<file path="src/rtl/vbu_pkg.sv">
package vbu_pkg;

  localparam logic [2:0] CLS_JMP64 = 3'b101;
  localparam logic [2:0] CLS_JMP32 = 3'b110;

  typedef enum logic [3:0] {
    BR_ALWAYS = 4'h0,
    BR_EQ     = 4'h1,
    BR_UGT    = 4'h2,
    BR_UGE    = 4'h3,
    BR_TEST   = 4'h4,
    BR_NE     = 4'h5,
    BR_SGT    = 4'h6,
    BR_SGE    = 4'h7,
    BR_CALL   = 4'h8,
    BR_EXIT   = 4'h9,
    BR_ULT    = 4'hA,
    BR_ULE    = 4'hB,
    BR_SLT    = 4'hC,
    BR_SLE    = 4'hD,
    BR_RSV_E  = 4'hE,
    BR_RSV_F  = 4'hF
  } br_op_e;

  typedef struct packed {
    logic taken;
    logic call;
    logic exit;
    logic illegal;
  } br_flags_t;

endpackage

</file>
<file path="src/rtl/vbu_cmp.sv">
module vbu_cmp
  import vbu_pkg::*;
#(
  parameter int XLEN   = 64,
  parameter int NARROW = 32
) (
  input  logic            narrow_i,
  input  br_op_e          op_i,
  input  logic [XLEN-1:0] lhs_i,
  input  logic [XLEN-1:0] rhs_i,
  output logic            hit_o
);

  localparam int PADW = XLEN - NARROW;

  logic [XLEN-1:0] ua, ub, sa, sb;
  logic eq, ugt, ult, sgt, slt, anyb;

  always_comb begin
    if (narrow_i) begin
      ua = {{PADW{1'b0}}, lhs_i[NARROW-1:0]};
      ub = {{PADW{1'b0}}, rhs_i[NARROW-1:0]};
      sa = {{PADW{lhs_i[NARROW-1]}}, lhs_i[NARROW-1:0]};
      sb = {{PADW{rhs_i[NARROW-1]}}, rhs_i[NARROW-1:0]};
    end else begin
      ua = lhs_i;
      ub = rhs_i;
      sa = lhs_i;
      sb = rhs_i;
    end
  end

  assign eq   = (ua == ub);
  assign ugt  = (ua > ub);
  assign ult  = (ua < ub);
  assign sgt  = ($signed(sa) > $signed(sb));
  assign slt  = ($signed(sa) < $signed(sb));
  assign anyb = |(ua & ub);

  always_comb begin
    unique case (op_i)
      BR_ALWAYS: hit_o = 1'b1;
      BR_EQ:     hit_o = eq;
      BR_NE:     hit_o = !eq;
      BR_TEST:   hit_o = anyb;
      BR_UGT:    hit_o = ugt;
      BR_UGE:    hit_o = !ult;
      BR_ULT:    hit_o = ult;
      BR_ULE:    hit_o = !ugt;
      BR_SGT:    hit_o = sgt;
      BR_SGE:    hit_o = !slt;
      BR_SLT:    hit_o = slt;
      BR_SLE:    hit_o = !sgt;
      default:   hit_o = 1'b0;
    endcase
  end

endmodule

</file>
<file path="src/rtl/vbu_tgt.sv">
module vbu_tgt #(
  parameter int XLEN       = 64,
  parameter int OFFW       = 16,
  parameter int SLOT_BYTES = 8
) (
  input  logic [XLEN-1:0] pc_i,
  input  logic [OFFW-1:0] off_i,
  output logic [XLEN-1:0] step1_o,
  output logic [XLEN-1:0] step2_o,
  output logic [XLEN-1:0] jump_o
);

  localparam int SLOT_SH = $clog2(SLOT_BYTES);
  localparam logic [XLEN-1:0] ONE_SLOT = XLEN'(SLOT_BYTES);
  localparam logic [XLEN-1:0] TWO_SLOT = XLEN'(2 * SLOT_BYTES);

  logic [XLEN-1:0] off_x;
  logic [XLEN-1:0] slots;

  assign off_x   = {{(XLEN-OFFW){off_i[OFFW-1]}}, off_i};
  assign slots   = off_x + XLEN'(1);
  assign step1_o = pc_i + ONE_SLOT;
  assign step2_o = pc_i + TWO_SLOT;
  assign jump_o  = pc_i + (slots << SLOT_SH);

endmodule

</file>
<file path="src/rtl/vm_branch_unit.sv">
module vm_branch_unit
  import vbu_pkg::*;
#(
  parameter int XLEN       = 64,
  parameter int NARROW     = 32,
  parameter int IMMW       = 32,
  parameter int OFFW       = 16,
  parameter int REGW       = 4,
  parameter int SLOT_BYTES = 8
) (
  input  logic            clk,
  input  logic            rst_n,
  input  logic            valid_i,
  input  logic [XLEN-1:0] pc_i,
  input  logic [2:0]      class_i,
  input  logic [3:0]      op_i,
  input  logic            src_sel_i,
  input  logic [XLEN-1:0] dst_val_i,
  input  logic [XLEN-1:0] src_val_i,
  input  logic [IMMW-1:0] imm_i,
  input  logic [OFFW-1:0] off_i,
  input  logic [REGW-1:0] src_fld_i,
  input  logic            wide_ld_i,
  output logic [XLEN-1:0] next_pc_o,
  output logic            taken_o,
  output logic            call_o,
  output logic            exit_o,
  output logic            illegal_o,
  output logic [IMMW-1:0] call_disp_o,
  output logic [REGW-1:0] call_src_o
);

  localparam logic [XLEN-1:0] ONE_SLOT = XLEN'(SLOT_BYTES);
  localparam logic [XLEN-1:0] TWO_SLOT = XLEN'(2 * SLOT_BYTES);

  // reset: asserted asynchronously, released on a clock edge
  logic [1:0] rst_sync_q;
  logic       rst_n_s;

  always_ff @(posedge clk or negedge rst_n) begin
    if (!rst_n) rst_sync_q <= 2'b00;
    else        rst_sync_q <= {rst_sync_q[0], 1'b1};
  end
  assign rst_n_s = rst_sync_q[1];

  // decode
  br_op_e          op;
  logic            jump_cls;
  logic            narrow;
  logic [XLEN-1:0] imm_x;
  logic [XLEN-1:0] rhs;
  logic            hit;
  logic [XLEN-1:0] step1, step2, jpc;

  assign op       = br_op_e'(op_i);
  assign narrow   = (class_i == CLS_JMP32);
  assign jump_cls = (class_i == CLS_JMP64) || narrow;
  assign imm_x    = {{(XLEN-IMMW){imm_i[IMMW-1]}}, imm_i};
  assign rhs      = src_sel_i ? src_val_i : imm_x;

  vbu_cmp #(.XLEN(XLEN), .NARROW(NARROW)) u_cmp (
    .narrow_i (narrow),
    .op_i     (op),
    .lhs_i    (dst_val_i),
    .rhs_i    (rhs),
    .hit_o    (hit)
  );

  vbu_tgt #(.XLEN(XLEN), .OFFW(OFFW), .SLOT_BYTES(SLOT_BYTES)) u_tgt (
    .pc_i    (pc_i),
    .off_i   (off_i),
    .step1_o (step1),
    .step2_o (step2),
    .jump_o  (jpc)
  );

  // next state
  logic [XLEN-1:0] pc_d, pc_q;
  br_flags_t       fl_d, fl_q;
  logic [IMMW-1:0] disp_d, disp_q;
  logic [REGW-1:0] srcf_d, srcf_q;

  always_comb begin
    pc_d   = pc_q;
    fl_d   = '0;
    disp_d = disp_q;
    srcf_d = srcf_q;
    if (valid_i) begin
      if (!jump_cls) begin
        pc_d = wide_ld_i ? step2 : step1;
      end else begin
        unique case (op)
          BR_CALL: begin
            pc_d    = pc_i;
            fl_d.call = 1'b1;
            disp_d  = imm_i;
            srcf_d  = src_fld_i;
          end
          BR_EXIT: begin
            pc_d      = pc_i;
            fl_d.exit = 1'b1;
          end
          BR_RSV_E, BR_RSV_F: begin
            pc_d         = pc_i;
            fl_d.illegal = 1'b1;
          end
          default: begin
            fl_d.taken = hit;
            pc_d       = hit ? jpc : step1;
          end
        endcase
      end
    end
  end

  // registers
  always_ff @(posedge clk or negedge rst_n_s) begin
    if (!rst_n_s) begin
      pc_q   <= '0;
      fl_q   <= '0;
      disp_q <= '0;
      srcf_q <= '0;
    end else begin
      fl_q <= fl_d;
      if (valid_i) begin
        pc_q   <= pc_d;
        disp_q <= disp_d;
        srcf_q <= srcf_d;
      end
    end
  end

  assign next_pc_o   = pc_q;
  assign taken_o     = fl_q.taken;
  assign call_o      = fl_q.call;
  assign exit_o      = fl_q.exit;
  assign illegal_o   = fl_q.illegal;
  assign call_disp_o = disp_q;
  assign call_src_o  = srcf_q;

  // checks

  idle_quiet_chk: assert property (@(posedge clk) disable iff (!rst_n_s)
    !valid_i |=> (!taken_o && !call_o && !exit_o && !illegal_o && $stable(next_pc_o)));


  seq_step_chk: assert property (@(posedge clk) disable iff (!rst_n_s)
    (valid_i && !jump_cls) |=>
      (next_pc_o == $past(pc_i) + ($past(wide_ld_i) ? TWO_SLOT : ONE_SLOT)) && !taken_o);


  always_taken_chk: assert property (@(posedge clk) disable iff (!rst_n_s)
    (valid_i && jump_cls && op_i == 4'h0) |=> taken_o);


  call_hold_chk: assert property (@(posedge clk) disable iff (!rst_n_s)
    (valid_i && jump_cls && op_i == 4'h8) |=>
      (call_o && next_pc_o == $past(pc_i) && call_disp_o == $past(imm_i)));


  illegal_hold_chk: assert property (@(posedge clk) disable iff (!rst_n_s)
    (valid_i && jump_cls && op_i >= 4'hE) |=> (illegal_o && next_pc_o == $past(pc_i)));


  strobe_excl_chk: assert property (@(posedge clk) disable iff (!rst_n_s)
    $onehot0({taken_o, call_o, exit_o, illegal_o}));

endmodule

</file>
<file path="config.mk">
export PLATFORM = sky130hd
export DESIGN_NAME = vm_branch_unit
export DESIGN_NICKNAME = d
export VERILOG_FILES = /design/src/rtl/vbu_pkg.sv /design/src/rtl/vbu_cmp.sv /design/src/rtl/vbu_tgt.sv /design/src/rtl/vm_branch_unit.sv
export SDC_FILE = /design/constraint.sdc
export NUM_CORES = 1
export LEC_CHECK = 0
export ABC_AREA = 1
export ABC_CLOCK_PERIOD_IN_PS = 4450
export CAP_MARGIN = 20
export CORE_MARGIN = 10
export CORE_UTILIZATION = 30
export CTS_CLUSTER_DIAMETER = 40
export DETAILED_ROUTE_END_ITERATION = 16
export DONT_BUFFER_PORTS = 1
export GPL_TIMING_DRIVEN = 0
export PLACE_DENSITY = 0.49
export RECOVER_POWER = 25
export REMOVE_ABC_BUFFERS = 1
export SYNTH_ARGS = -nofsm -noshare
export SYNTH_HDL_FRONTEND = slang
export SYNTH_SLANG_ARGS = --single-unit
</file>
<file path="constraint.sdc">
create_clock -name clk -period 4.45 [get_ports clk]
set_input_delay 0.89 -clock clk [delete_from_list [all_inputs] [get_ports clk]]
set_output_delay 0.89 -clock clk [all_outputs]
set_load 0.02 [all_outputs]
</file>
==> flow_summary_export.csv, run 1 <==
group,metric,value,unit
synth,synth.top_cell.area_share,0.168,
job,drv_cap,1,
timing,layout_min_cycle_time,4.40,ns
worst_setup_path,crit_type,"in -> reg",
routing,routed-wl-met3,8200,um
place,port_buffers,0,
worst_setup_path,crit_path_end_kind,"flop",
synth,synth_top_area_cell,"nand2_1",
synth,avgSynthCellArea,5.86,um2
clock_network,clock_latency,0.41,ns
cells_and_area,final_cells,3928,
global_routing,globalRouteTotalUtil,0.225,
hold_path,hold_class,"in -> async",
clock_network,cts.htree.levels,3,
timing,fin_crit_sh,0.989,
floorplan,io_pins,360,
floorplan,die_h,269,um
worst_setup_path,crit_fanout,23,
timing,hold_viol_final,0,
synth,synth_warnings,0,
synth,synth_cell_types,50,
floorplan,coreArea,61500,um2
routing,top_layer,"met5",
global_routing,grt_overflow,0,
synth,async_reset_ff_frac,1.00,
clock_network,cts_buffers,9,
floorplan,die_w,269,um
global_routing,grt_pass1_wl,122000,um
timing,slew_violations,38,
place,dp_hpwl,68000,um
timing,finalSetupViolCount,0,
routing,met2WireLength,39200,um
global_routing,antenna_found_initial,4,
power_and_ir_drop,p_leak,10.2,nW
global_routing,grt_pass1_vias,18700,
synth,seq_area_frac_synth,0.143,
cells_and_area,fill_cells,6993,
routing,antenna_left,0,
routing,post_drt_wl_per_cell,21.6,um
synth,synth_edf_count,0,
timing,rsz0062_at_grt,"true",
routing,drc_errors,0,
timing,tightest_slew,2.48,ns
clock_network,cts_tree,"yes",
clock_network,clk_pin_slew_worst_paths,0.09,ns
clock_network,cts_buffer_depth,2,
timing,fmax,227,MHz
cells_and_area,final_net_count,3612,
clock_network,root_buffer,"clkbuf_16",
timing,setup_ws,0.0483,ns
synth,yosys-top-cells-area,"nand2_1 17%, ha_1 15%, dfrtp_1 14%",
cells_and_area,drive_gt1_frac,0.0759,
timing,max_slew_margin,-0.654,
status,status,"finished, violations left",
worst_setup_path,r2r_slack,0.88,ns
place,post-place-ws,-2.69,ns
worst_setup_path,startpoint_type,"primary input",
synth,ys_ff_latch,106,
clock_network,cts.sinks,106,
synth,syn_area,18600,um2
routing,drt-total-wl,85000,um
routing,first_iter_violations,1896,
routing,drt_first_pass_iters,6,
floorplan,die-area,72300,um2
routing,vias,20500,
place,dp.cells,3873,
status,violations,"capacitance limit, slew limit",
timing,skew,0.00660,ns
cells_and_area,area_growth_syn_to_layout,11.8,%
floorplan,initial_core_util,0.302,
worst_setup_path,cp_data_arrival_time,4.71,ns
routing,wirelength_met1,35600,um
synth,syn_inst,3170,
cells_and_area,fin_util,0.338,
place,gp_congestion,1.02,
power_and_ir_drop,powerDensity,212,nW/um2
worst_setup_path,crit_required,4.76,ns
global_routing,grt_start_max_net_pins,64,
routing,viasPerCell,5.21,
power_and_ir_drop,ir_worst_vdd,0.214,mV
synth,synth_ff_type,"dfrtp_1",
floorplan,rows,91,
-- per-layer routing --
metal / GRT usage / vias up
met2: 0.369 / 813
li1: - / 10100
met4: 0.0638 / 4
met5: 0 / -
met3: 0.0573 / 102
met1: 0.287 / 9446
-- area by class of cell --
type / instances / area, um2 / area share
Sequential cell: 106 / 2650 / 0.128
Multi-Input combinational cell: 2490 / 14400 / 0.693
Clock inverter: 7 / 71.3 / 0.00343
Inverter: 476 / 1840 / 0.0884
Tap cell: 790 / 988 / 0.0476
Timing Repair Buffer: 47 / 588 / 0.0283
Clock buffer: 9 / 225 / 0.0108
Antenna cell: 1 / 2.50 / 0.000120
Timing Repair inverter: 2 / 22.5 / 0.00108
-- sequential cells by signal (all words and copies together), names as in the netlist --
register / cells
call_disp_o: 32
call_o: 1
call_src_o: 4
exit_o: 1
illegal_o: 1
next_pc_o: 64
rst_sync_q: 2
taken_o: 1
-- cells in the mapped netlist (16+ instances only) --
cell	count
nand2_1	834
inv_1	470
nor2_1	403
o21ai_0	229
ha_1	223
a21oi_1	211
nand3_1	111
xor2_1	110
dfrtp_1	106
clkbuf_1	76
nand4_1	57
nor3_1	52
or2_2	48
xnor2_1	37
a31oi_1	22
buf_2	16
-- stage by stage --
stage | setup TNS, ns | hold slack (ns) | power, mW | area (um2)
5_1_grt | -1.33 | 0.153 | 4.75 | 20800
6_report | 0 | 0.167 | 4.40 | 20800
4_1_cts | -0.114 | 0.143 | 4.36 | 20100
3_3_place_gp | -724.05 | 0.334 | 3.34 | 19100
3_5_place_dp | -149.39 | 0.310 | 3.36 | 19500
2_1_floorplan | -136.03 | 0.331 | 2.73 | 18200
-- cells in the final DEF, fill, tap and decap left out, types with 10 or more instances in the layout --
cell / Yosys / final
o21a_1: 12 / 12
ha_1: 223 / 199
o211ai_2: 10 / 10
inv_1: 470 / 463
buf_4: 2 / 28
dfrtp_1: 106 / 106
a21o_1: 14 / 14
nand2_1: 834 / 825
o21ai_1: 9 / 20
nor2_2: 9 / 21
a32o_1: 14 / 14
xnor2_1: 37 / 36
or2_2: 48 / 48
xor2_1: 110 / 110
nand3_1: 111 / 104
nand4_1: 57 / 57
o21ai_0: 229 / 216
nor3_1: 52 / 49
nor2_4: 1 / 10
ha_4: 0 / 23
a21oi_1: 211 / 201
nor2_1: 403 / 384
nor4_1: 14 / 12
o211ai_1: 11 / 11
a31oi_1: 22 / 19
-- final timing paths --
check,startpoint,to,cells past startpoint
min,rst_n,rst_sync_q[1],0
min in group clk,rst_sync_q[0],rst_sync_q[1],0
min reg2reg,rst_sync_q[0],rst_sync_q[1],0
max in group asynchronous,rst_sync_q[1],next_pc_o[9],1
max reg2reg,rst_sync_q[1],next_pc_o[9],1
max,off_i[0],next_pc_o[38],28
-- timing repair --
item | in CTS | in global routing
endpoints found under the setup margin | 62 | 97
hold buffers | 0 | 0
pin swaps | 5 | 28
buffers inserted | 10 | 23
resized for setup | 50 | 89
gates cloned | 2 | 3
-- critical path, stage by stage --
cell and delay [ns]:
ha_1 0.16, nand2_1 0.08, nor2_2 0.15, nand3_2 0.09
nand3b_1 0.20, nor2_2 0.17, nand3_2 0.13, nor2_4 0.16
nand2_4 0.08, nand2_8 0.16, buf_12 0.15, inv_8 0.09
ha_4 0.31, nand2_1 0.09, nor2_1 0.19, inv_1 0.08
nor2_1 0.23, inv_1 0.14, o21ai_2 0.25, a21o_1 0.22
nand2_1 0.08, nand2_1 0.08, xnor2_1 0.11, nand2_1 0.06
nand3_1 0.11, nand2_1 0.07, nand2_1 0.11, nand2_1 0.06
-- power breakdown --
part / total, mW / leakage, nW / internal (mW) / switching (mW)
registers: 1.41 / 1.32 / 1.09 / 0.320
clock network: 0.902 / 0.145 / 0.399 / 0.503
logic: 2.09 / 8.75 / 0.760 / 1.33
-- cell families after synthesis --
group / count (synthesis) / share of synthesized area
compound gates: 564 / 0.171
fa+ha+maj: 224 / 0.151
buf+inv: 577 / 0.119
mux: 1 / 0.000539
simple gates: 1550 / 0.346
flops: 106 / 0.143
xor+xnor: 147 / 0.0693
other cells: 1 / 0.000202
Note: power is estimated with default switching activity, not from simulation.
==> inputs of run 2 (changes only) <==
==> constraint.sdc (replaced) <==
create_clock -name clk -period 4.45 [get_ports clk]
set_input_delay 0 -clock clk [delete_from_list [all_inputs] [get_ports clk]]
set_output_delay 0 -clock clk [all_outputs]
set_load 0.02 [all_outputs]
==> run 2 against run 1 <==
  * First-iteration DRC count grew 10%
  * Non-clock buffer count grew 106
  * Cell area grew 2.4%
  * Critical path type unchanged
  * Global-route usage grew 1.2 points
  * Die area is the same
  * Cell count grew 2.6%
  * The run still ends with capacitance limit, slew limit left
  * Worst hold slack lost 0.14 ns
  * Power grew 0.96%
==> flow_summary_export.csv, run 2 (synthesized netlist as in run 1, its figures left out) <==
group,metric,value,unit
status,status,"finished, violations left",
status,violations,"capacitance limit, slew limit",
clock_network,cts.sinks,106,
hold_path,hold_class,"in -> reg",
cells_and_area,largest_register_ffs,64,
cells_and_area,final_common_cell,"nand2_1",
power_and_ir_drop,ir_worst_vdd,0.213,mV
timing,max_slew_margin,-0.0411,
floorplan,io_pins,360,
timing,fin_crit_sh,0.939,
cells_and_area,final_cells,4032,
routing,drc_errors,0,
cells_and_area,final_net_count,3715,
worst_setup_path,r2r_slack,2.60,ns
routing,first_iter_violations,2095,
timing,hold_viol_final,0,
routing,post_drt_wl_per_cell,21.9,um
timing,skew,0.00694,ns
place,dp_hpwl,68000,um
place,port_buffers,0,
floorplan,initial_core_util,0.302,
routing,viasPerCell,5.20,
global_routing,grt_pass1_vias,19600,
cells_and_area,area_growth_syn_to_layout,14.5,%
timing,finalSetupViolCount,0,
worst_setup_path,cp_data_arrival_time,4.53,ns
clock_network,clk_pin_slew_worst_paths,0.09,ns
floorplan,coreArea,61500,um2
clock_network,clock_latency,0.41,ns
timing,tightest_slew,1.56,ns
clock_network,cts_tree,"yes",
timing,slew_violations,33,
worst_setup_path,startpoint_type,"primary input",
routing,antenna_left,0,
global_routing,grt_start_max_net_pins,64,
timing,setup_ws,0.273,ns
timing,setup_tns,0,ns
cells_and_area,seq_area,2650,um2
routing,vias,21000,
floorplan,die-area,72300,um2
cells_and_area,final_cell_mix,"829 x nand2_1, 464 x inv_1, 397 x nor2_1, 229 x o21ai_0, 223 x ha_1",
floorplan,die_w,269,um
clock_network,root_buffer,"clkbuf_16",
place,dp.cells,3873,
cells_and_area,fin_util,0.346,
timing,layout_min_cycle_time,4.18,ns
cells_and_area,fill_cells,7019,
worst_setup_path,crit_path_end_kind,"flop",
global_routing,antenna_found_initial,4,
clock_network,cts_buffer_depth,2,
routing,drt_first_pass_iters,6,
cells_and_area,multi_input_area,13800,um2
place,gp_congestion,1.02,
cells_and_area,drive_gt1_frac,0.0432,
global_routing,grt_overflow,0,
worst_setup_path,crit_fanout,33,
global_routing,globalRouteTotalUtil,0.237,
place,post-place-ws,-1.80,ns
global_routing,grt_pass1_wl,128000,um
floorplan,die_h,269,um
worst_setup_path,crit_type,"in -> reg",
timing,fmax,239,MHz
clock_network,cts_buffers,9,
power_and_ir_drop,p_leak,10.5,nW
clock_network,cts.htree.levels,3,
worst_setup_path,crit_required,4.80,ns
routing,drt-total-wl,88300,um
job,drv_cap,1,
power_and_ir_drop,powerDensity,209,nW/um2
floorplan,rows,91,
timing,hold-worst-slack,0.0308,ns
## run 2: cell type report
cell class | instances | share of cell area
Sequential cell | 106 | 0.125
Inverter | 476 | 0.0848
Antenna cell | 2 | 0.000235
Timing Repair Buffer | 153 | 0.0814
Clock buffer | 9 | 0.0106
Multi-Input combinational cell | 2489 | 0.648
Clock inverter | 7 | 0.00335
Tap cell | 790 | 0.0465
## run 2: per-layer routing
| layer | vias up | part of all wire | global-route usage |
|---|---|---|---|
| met1 | 9645 | 0.42 | 0.301 |
| met4 | 2 | 0.035 | 0.0897 |
| met5 | - | 0.00015 | 0 |
| li1 | 10300 | - | - |
| met2 | 888 | 0.46 | 0.384 |
| met3 | 134 | 0.093 | 0.0562 |
## run 2: repair_timing
| item | CTS | global route |
|---|---|---|
| gates resized for setup | 6 | 9 |
| hold endpoints to repair | 105 | 0 |
| gates cloned | 2 | 0 |
| pin swaps | 2 | 1 |
| hold buffers | 132 | 0 |
| setup buffers | 3 | 4 |
| endpoints found under the setup margin | 62 | 59 |
## run 2: critical path, cell delays in order
cell	delay [ns]
dlygate4sd3_1	0.71
inv_2	0.31
buf_12	0.27
nor2_2	0.65
buf_8	0.26
inv_1	0.38
buf_16	0.32
nor3_4	0.68
nand2_1	0.18
dlygate4sd3_1	0.64
nand2_1	0.07
## run 2: path summary, 6_finish.rpt
path,from,endpoint,depth (start not counted)
max,valid_i,call_disp_o[12],11
min,pc_i[3],next_pc_o[20],6
max reg2reg,rst_sync_q[1],next_pc_o[16],2
min reg2reg,rst_sync_q[0],rst_sync_q[1],0
max in group asynchronous,rst_sync_q[1],next_pc_o[16],2
min in group asynchronous,rst_n,rst_sync_q[1],2
## run 2: metrics by stage
step	area, um2	power [mW]
2_1_floorplan	18200	2.73
3_3_place_gp	19100	3.34
3_5_place_dp	19500	3.36
4_1_cts	21200	4.46
5_1_grt	21300	4.78
6_report	21300	4.45
## run 2: power breakdown
part	switching, mW	total [mW]	internal [mW]
logic	1.36	2.12	0.765
clock network	0.509	0.909	0.400
registers	0.323	1.41	1.09
